===== src/rtl/fan_pwm_gen.sv =====
module fan_pwm_gen #(
  parameter int          CW       = 8,
  parameter logic [CW-1:0] PRE_RST  = 8'h01,
  parameter logic [CW-1:0] DUTY_RST = 8'hFF
) (
  input  logic          clk,
  input  logic          rst_n,
  input  logic          tick_fast,
  input  logic          tick_slow,
  input  logic          wr_en,
  input  logic          addr,
  input  logic [CW-1:0] wdata,
  output logic [CW-1:0] rdata,
  input  logic          ovr_en,
  input  logic [CW-1:0] ovr_duty,
  output logic          pwm_out
);
  localparam int PW = CW - 1;

  logic [CW-1:0] pre_reg, pre_act, duty_reg, duty_act, cnt;
  logic [PW-1:0] pcnt;

  wire src_tick = pre_act[PW] ? tick_slow : tick_fast;
  wire div_tick = src_tick && (pcnt == pre_act[PW-1:0]);
  wire wrap     = div_tick && (cnt == '1);
  wire [CW-1:0] duty_next = ovr_en ? ovr_duty : duty_reg;

  always_ff @(posedge clk) begin
    if (!rst_n) begin
      pre_reg  <= PRE_RST;
      duty_reg <= DUTY_RST;
    end else if (wr_en) begin
      if (addr) duty_reg <= wdata;
      else      pre_reg  <= wdata;
    end
  end

  always_ff @(posedge clk) begin
    if (!rst_n)        pcnt <= '0;
    else if (div_tick) pcnt <= '0;
    else if (src_tick) pcnt <= pcnt + 1'b1;
  end

  always_ff @(posedge clk) begin
    if (!rst_n)        cnt <= '0;
    else if (div_tick) cnt <= cnt + 1'b1;
  end

  always_ff @(posedge clk) begin
    if (!rst_n) begin
      pre_act  <= PRE_RST;
      duty_act <= DUTY_RST;
    end else if (wrap) begin
      pre_act  <= pre_reg;
      duty_act <= duty_next;
    end
  end

  assign pwm_out = (duty_act == '1) || (cnt < duty_act);
  assign rdata   = addr ? (ovr_en ? duty_act : duty_reg) : pre_reg;

  p_cnt_step_r1: assert property (@(posedge clk) disable iff (!rst_n)
    div_tick |=> cnt == $past(cnt) + 1'b1);
  p_cnt_idle_r5: assert property (@(posedge clk) disable iff (!rst_n)
    !div_tick |=> $stable(cnt));
  p_pcnt_bound_r5: assert property (@(posedge clk) disable iff (!rst_n)
    pcnt <= pre_act[PW-1:0]);
  p_hold_midper_r8: assert property (@(posedge clk) disable iff (!rst_n)
    !wrap |=> $stable(duty_act) && $stable(pre_act));
  p_wr_duty_r7: assert property (@(posedge clk) disable iff (!rst_n)
    (wr_en && addr) |=> duty_reg == $past(wdata));
  p_zero_low_r2: assert property (@(posedge clk) disable iff (!rst_n)
    (duty_act == '0) |-> !pwm_out);
  p_ovr_take_r9: assert property (@(posedge clk) disable iff (!rst_n)
    (wrap && ovr_en) |=> duty_act == $past(ovr_duty));
endmodule


===== config.mk =====
export PLATFORM = sky130hd
export DESIGN_NAME = fan_pwm_gen
export DESIGN_NICKNAME = d
export VERILOG_FILES = /design/src/rtl/fan_pwm_gen.sv
export SDC_FILE = /design/constraint.sdc
export NUM_CORES = 1
export LEC_CHECK = 0
export ABC_AREA = 1
export BUFFER_PORTS_ARGS = -buffer_cell sky130_fd_sc_hd__buf_2
export CAP_MARGIN = 20
export CORE_ASPECT_RATIO = 1.25
export CORE_MARGIN = 2
export CORE_UTILIZATION = 52
export DETAILED_ROUTE_END_ITERATION = 12
export GPL_TIMING_DRIVEN = 0
export PLACE_DENSITY = 0.82
export REMOVE_ABC_BUFFERS = 1
export SYNTH_ARGS = -nofsm -noshare
export SYNTH_HDL_FRONTEND = slang
export SYNTH_SLANG_ARGS = --single-unit

===== constraint.sdc =====
create_clock -name clk -period 1.45 [get_ports clk]
set_input_delay 0.29 -clock clk [delete_from_list [all_inputs] [get_ports clk]]
set_output_delay 0.29 -clock clk [all_outputs]
set_load 0.1 [all_outputs]

Word level (Yosys, flattened, before mapping)
Index checks and enable logic that the tools add are counted.
W data, S select, Z words.

storage, ports and cells
  register bits after elaboration = 47
  input bits = 23
  output and inout bits = 9
  logic and storage cells = 24

operators by class
  $add $sub $neg = 2
  order comparisons = 1
  eq/ne operators = 3
  muxes and demuxes = 4
  bitwise operators = 2
  reduce and logical (&&, ||, !) cells = 6

operators by type and width
  cell                   count
  $mux W8                3
  $eq A8 B8 Y1 const B   2
  $add A8 B1 Y8 const B  1
  $lt A8 B8 Y1           1
  $add A7 B1 Y7 const B  1
  $eq A7 B7 Y1           1
  $reduce_and A2 Y1      2
  $logic_and A1 B1 Y1    2
  $not A1 Y1             2
  $reduce_or A2 Y1       1
  $logic_or A1 B1 Y1     1
  $mux W1                1

Logic depth before layout (Yosys ltp)
Gate-level depths: netlist of run 1.

  depth in word-level cells = 3
  mapped depth = 11
  mapped depth without buffers = 11

Worst setup path before layout of run 1
Ideal clock, no wire load.

  path type = reg-to-output
  start point = reg duty_act[1]
  end point = out pwm_out
  arrival time = 2.427 ns
  required time = 1.160 ns
  path slack = -1.267 ns
  cell stages (with the launch flop) = 7
  path buffers = 0
  path through = dfxtp_1 inv_1 ha_1 a21boi_0 o21bai_1 a21oi_1 o22ai_1

between the ends
  longest elaborated chain between the ends = 2
  elaborated cells on any way between the ends = 3
  classes of those cells = order compare: 1; eq/ne: 1; reduce/logical: 1

ends and longest elaborated chain
  item                                          RTL line  source
  from (decl)                                   20        logic [CW-1:0] pre_reg, pre_act, duty_reg, duty_act, cnt;
  from (signal assigned)                        55        duty_act <= duty_next;
  $lt A8 B8 Y1 or $eq A8 B8 Y1 (tied branches)  59        assign pwm_out = (duty_act == '1) || (cnt < duty_act);
  $logic_or A1 B1 Y1 *                          59
  to (decl)                                     16        output logic pwm_out

Mark *: on every way between the ends. The rest lies on a longest branch, timed or not.

Final worst setup path of run 1
  start point = reg cnt[2]
  end point = out pwm_out

between the ends
  longest elaborated chain between the ends = 2

ends and longest elaborated chain
  item                    RTL line  source
  from (decl)             20
  from (signal assigned)  46        else if (div_tick) cnt <= cnt + 1'b1;
  $lt A8 B8 Y1            59
  $logic_or A1 B1 Y1      59

Every way passes these cells.

==> reports/qor.yml, run 1 <==
outcome: "finished with violations"
violations: "negative setup slack"
r2r-start: "cnt[1]$_SDFFE_PN0P_"
slowest_delay_ns: 0.47
rows: 28
htreeDepth: 2
first_pass_iters: 4
worst-r2r-cell-count: 9
wl_met2_mm: 3.76
critical_path.top_delay_family: "flip-flops"
leakagePower_uw: 0.00172
worstSetupStartpoint: "cnt[2]$_SDFFE_PN0P_"
io_pins: 32
overflow: 0
power_density_nw_per_um2: 861
drt_wl_total_mm: 7.37
avgSynthCellArea_um2: 6.72
setup_viol: 23
post-route-min-period_ns: 1.98
syn_inst: 377
met3_length_um: 442
cp.arrival_ns: 1.69
die-area_um2: 5450
cts_tree: "built"
finClkSkew_ns: 0.00777
drcViolationCount: 0
rsz0062_at_grt: "true"
worstSetupEndpointType: "primary output"
cp.depth: 6
maxSlewViolCount: 0
layout-drive-gt1-share_pct: 31.1
clock_latency_ns: 0.30
max_cap_viol_count: 0
path_class: "reg -> out"
grt_usage_pct: 24.0
hold_viol: 0
cp-endpoint: "pwm_out"
gp_congestion: 0.829
layout_common_cells: "112 x nand2_1, 52 x nor2_1, 32 x nand3_1"
synth.distinct_cells: 31
pre_cts_ws_ns: -0.441
area_delta_synth_final_pct: 32.8
fin_total_pwr_uw: 2900
rrSetupSlack_ns: -0.27
synth_top_area_share_pct: 37.1
worst_pin_slew_ns: 0.721
clock_sinks: 47
r2r-end: "pre_act[0]$_SDFFE_PN1P_"
core_area_um2: 4730
path_cells: "ha_1 > nand2_1 > o21bai_1 > a21oi_1 > o22ai_2 > buf_12"
crit_slowest_cell: "dfxtp_1"
synth_area_leaders: "dfxtp_1 37%, nand2_1 18%, nor2_1 8.0%"
fmax_mhz: 506
num_antenna_cells: 0
avgViaCountPerCell: 5.47
initial_utilization_pct: 53.6
critPathBufInv: 1
wl_met1_mm: 2.80
hpwlAfterDp_mm: 4.32
synth_seq_area_share_pct: 37.1
io_buffers: 31
start_kind: "flip-flop"
grt_pass1_vias: 2254
cp.required_ns: 1.16
via_count: 2663
hold_path_class: "in -> reg"
ys_seq_elements: 47
yosysTopAreaCell: "dfxtp_1"
highest_layer: "met4"
nFillCells: 315
final_common_cell: "nand2_1"
die_x_um: 66.5
syn_area_um2: 2530
worst-path-max-fanout: 4
drt-wirelength-per-cell_um: 15.1
max_slew_margin_pct: 51.9
finalSetupTns_ns: -3.96
cts_buffer_depth: 2
cts-root-buf: "clkbuf_8"
final_cells: 487
yosys_warnings: 0
numCtsBuffers: 5
postRouteAntennaNets: 0
grt_pass1_wl_mm: 10.0
vdd_ir_drop_max_mv: 0.907
setup_ws_ns: -0.526
final.period_utilization_pct: 136
clk_pin_slew_ns: 0.09
dieHeight_um: 82.1
drtIter0Drc: 180
num-nets-final: 458
antenna_found_initial: 0
place_inst: 459
grt_max_degree: 37
worst min path at each step:
stage | slack (ns) | start | end | depth (start not counted)
after floorplan | 0.37 | rst_n | duty_reg[0]$_SDFFE_PN1P_ | 1
after global placement | 0.46 | duty_reg[2]$_SDFFE_PN1P_ | duty_reg[2]$_SDFFE_PN1P_ | 2
after detailed placement | 0.46 | duty_reg[1]$_SDFFE_PN1P_ | duty_reg[1]$_SDFFE_PN1P_ | 2
after CTS | 0.19 | wdata[2] | duty_reg[2]$_SDFFE_PN1P_ | 3
after global routing | 0.19 | wdata[7] | duty_reg[7]$_SDFFE_PN1P_ | 3
final | 0.19 | wdata[2] | duty_reg[2]$_SDFFE_PN1P_ | 3
synthesized netlist by cell type, drive strengths merged:
master,instances
clkbuf,5
xnor2,3
nor2,57
clkinv,1
nand4,5
nor3,5
o21ai,11
o22ai,1
nand2,124
a21oi,26
o21bai,3
inv,36
a21boi,1
nand3b,1
xor2,4
nor3b,1
and3,1
nand3,32
buf,4
dfxtp,47
ha,9
per-layer routing:
layer | global-route usage, % | up-vias
li1 | - | 1302
met5 | 0 | -
met4 | 11.4 | 0
met3 | 3.84 | 36
met2 | 44.0 | 107
met1 | 26.9 | 1218
timing repair:
| action | CTS | global route |
|---|---|---|
| pin swaps | 8 | 13 |
| endpoints found under the setup margin | 27 | 33 |
| gates cloned | 1 | 2 |
| resized for setup | 53 | 64 |
| buffers inserted | 6 | 12 |
| hold buffers | 0 | 0 |
tightest hold or removal path, delay by kind of cell:
family / cells / cell delay [ns]
and+or+nand+nor: 2 / 0.09
buffers and inverters: 1 / 0.08
cell type report:
class | instances | area (um2) | share of cell area, %
tap | 60 | 75.1 | 2.23
clock buffer | 5 | 68.8 | 2.04
multi-input combinational | 286 | 1590 | 47.4
clock inverter | 3 | 43.8 | 1.30
timing repair buffer | 49 | 449 | 13.3
inverter | 37 | 146 | 4.35
sequential | 47 | 988 | 29.4
per-stage QoR:
stage,util [%],hold WS (ns),cell area (um2)
2_1_floorplan,-,0.374,2480
3_3_place_gp,57.2,0.457,2710
6_report,71.2,0.190,3370
3_5_place_dp,57.2,0.458,2710
4_1_cts,64.2,0.187,3040
5_1_grt,71.2,0.190,3370
kinds of logic (layout without fill, tap and decap cells):
logic type	after synthesis	after routing	share of synthesized area [%]
flops	47	47	37.1
simple gates	226	228	39.5
compound gates	42	42	8.74
xor+xnor	7	7	2.42
buf+inv	46	94	7.75
fa+ha+maj	9	9	4.44
power breakdown:
part	leakage [uW]	internal (uW)	total, uW	switching, uW
combinational	0.00128	184	564	380
clock	0.0000581	514	979	465
sequential	0.000386	1320	1350	34.3
Power figures use the tool's default switching activity.
==> run 2, diff against run 1 <==
--- a/config.mk
+++ b/config.mk
@@ -14,6 +14,7 @@
 export DETAILED_ROUTE_END_ITERATION = 12
 export GPL_TIMING_DRIVEN = 0
 export PLACE_DENSITY = 0.82
+export RECOVER_POWER = 100
 export REMOVE_ABC_BUFFERS = 1
 export SYNTH_ARGS = -nofsm -noshare
 export SYNTH_HDL_FRONTEND = slang
==> reports/qor.yml, run 2 (synthesis results as in run 1) <==
layout_common_cells: "112 x nand2_1, 52 x nor2_1, 32 x nand3_1"
setup_viol: 28
worstSetupStartpoint: "cnt[2]$_SDFFE_PN0P_"
leakagePower_uw: 0.00172
via_count: 2660
layout-drive-gt1-share_pct: 30.9
outcome: "finished with violations"
r2r-end: "pre_act[0]$_SDFFE_PN1P_"
worst-path-max-fanout: 4
drt_wl_total_mm: 7.35
die_x_um: 66.5
rows: 28
avgViaCountPerCell: 5.46
io_buffers: 31
postRouteAntennaNets: 0
cp-endpoint: "pwm_out"
final.period_utilization_pct: 137
postLayoutCoreUtil_pct: 70.6
clk_pin_slew_ns: 0.09
grt_pass1_wl_mm: 10.0
nFillCells: 322
hpwlAfterDp_mm: 4.32
overflow: 0
area_delta_synth_final_pct: 31.7
power_density_nw_per_um2: 864
hold_viol: 0
grt_max_degree: 37
worst-r2r-cell-count: 9
first_pass_iters: 4
drcViolationCount: 0
place_inst: 459
r2r-start: "cnt[1]$_SDFFE_PN0P_"
clock_latency_ns: 0.31
worstSetupEndpointType: "primary output"
start_kind: "flip-flop"
max_slew_margin_pct: 56.5
grt_usage_pct: 24.0
path_class: "reg -> out"
hold_path_class: "in -> reg"
violations: "negative setup slack"
num-nets-final: 458
die-area_um2: 5450
clock_sinks: 47
final_common_cell: "nand2_1"
io_pins: 32
setup_ws_ns: -0.531
grt_pass1_vias: 2254
gp_congestion: 0.829
rrSetupSlack_ns: -0.27
cp.arrival_ns: 1.69
ctsHoldBuffers: 0
drt-wirelength-per-cell_um: 15.1
htreeDepth: 2
cts-root-buf: "clkbuf_8"
maxSlewViolCount: 0
final_cells: 487
initial_utilization_pct: 53.6
core_area_um2: 4730
cp.required_ns: 1.16
max_cap_viol_count: 0
dieHeight_um: 82.1
finClkSkew_ns: 0.0106
fmax_mhz: 505
num_antenna_cells: 0
numCtsBuffers: 5
post-route-min-period_ns: 1.98
worst_pin_slew_ns: 0.652
drtIter0Drc: 186
rsz0062_at_grt: "true"
cts_buffer_depth: 2
cts_tree: "built"
antenna_found_initial: 0
vdd_ir_drop_max_mv: 0.903
run 2: cell types whose count changed in the layout (fill, tap and decap cells not counted):
cell and delta:
inv_4 -1, inv_2 +1, clkbuf_1 +1, nand2_8 -2
nand2_2 +1, nand2_4 +1, buf_2 -1
run 2: worst min path at each step:
stage	start	to	cells after the start	slack, ns
after global routing	wdata[7]	duty_reg[7]$_SDFFE_PN1P_	3	0.19
after CTS	wdata[2]	duty_reg[2]$_SDFFE_PN1P_	3	0.19
after detailed placement	duty_reg[1]$_SDFFE_PN1P_	duty_reg[1]$_SDFFE_PN1P_	2	0.46
final	wdata[2]	duty_reg[2]$_SDFFE_PN1P_	3	0.19
after floorplan	rst_n	duty_reg[0]$_SDFFE_PN1P_	1	0.37
after global placement	duty_reg[2]$_SDFFE_PN1P_	duty_reg[2]$_SDFFE_PN1P_	2	0.46
run 2: area by class of cell:
class	count	area, um2	area share [%]
Multi-Input combinational cell	286	1570	47.1
Clock buffer	5	68.8	2.06
Sequential cell	47	988	29.6
Clock inverter	3	43.8	1.31
Inverter	37	144	4.31
Timing Repair Buffer	49	448	13.4
Tap cell	60	75.1	2.25
run 2: per-layer routing:
| layer | vias to the layer above | track usage, % | part of all wire (%) |
|---|---|---|---|
| met5 | - | 0 | 0 |
| met4 | 0 | 11.4 | 4.2 |
| met3 | 29 | 3.84 | 5.6 |
| met2 | 120 | 44.0 | 52 |
| met1 | 1213 | 26.9 | 38 |
| li1 | 1298 | - | - |
run 2: metrics by stage:
step	setup WS [ns]	TNS, ns	hold WS (ns)	power, uW	area [um2]
floorplan	-1.27	-8.01	0.374	1690	2480
global placement	-0.417	-4.32	0.457	1810	2710
detailed placement	-0.441	-5.22	0.458	1820	2710
CTS	-0.527	-2.94	0.187	2820	3040
global route	-0.602	-7.07	0.190	2980	3340
finish	-0.531	-4.94	0.190	2880	3340
run 2: power by group:
group / switching [uW] / internal, uW / leakage, uW
combinational: 374 / 179 / 0.00128
sequential: 34.4 / 1320 / 0.000386
clock: 463 / 514 / 0.0000581
total: 871 / 2010 / 0.00172
run 2: worst max-delay path, cell delays in order (launching register included):
cell and delay (ns):
dfxtp_1 0.47, ha_1 0.28, nand2_1 0.07, o21bai_1 0.11
a21oi_1 0.10, o22ai_2 0.16, buf_12 0.20
run 2: timing repair:
item / CTS / global route
pin swaps: 8 / 13
resized for setup: 53 / 64
cloned: 1 / 2
buffers inserted: 6 / 12
setup endpoints to repair: 27 / 33
hold endpoints to repair: 0 / 0
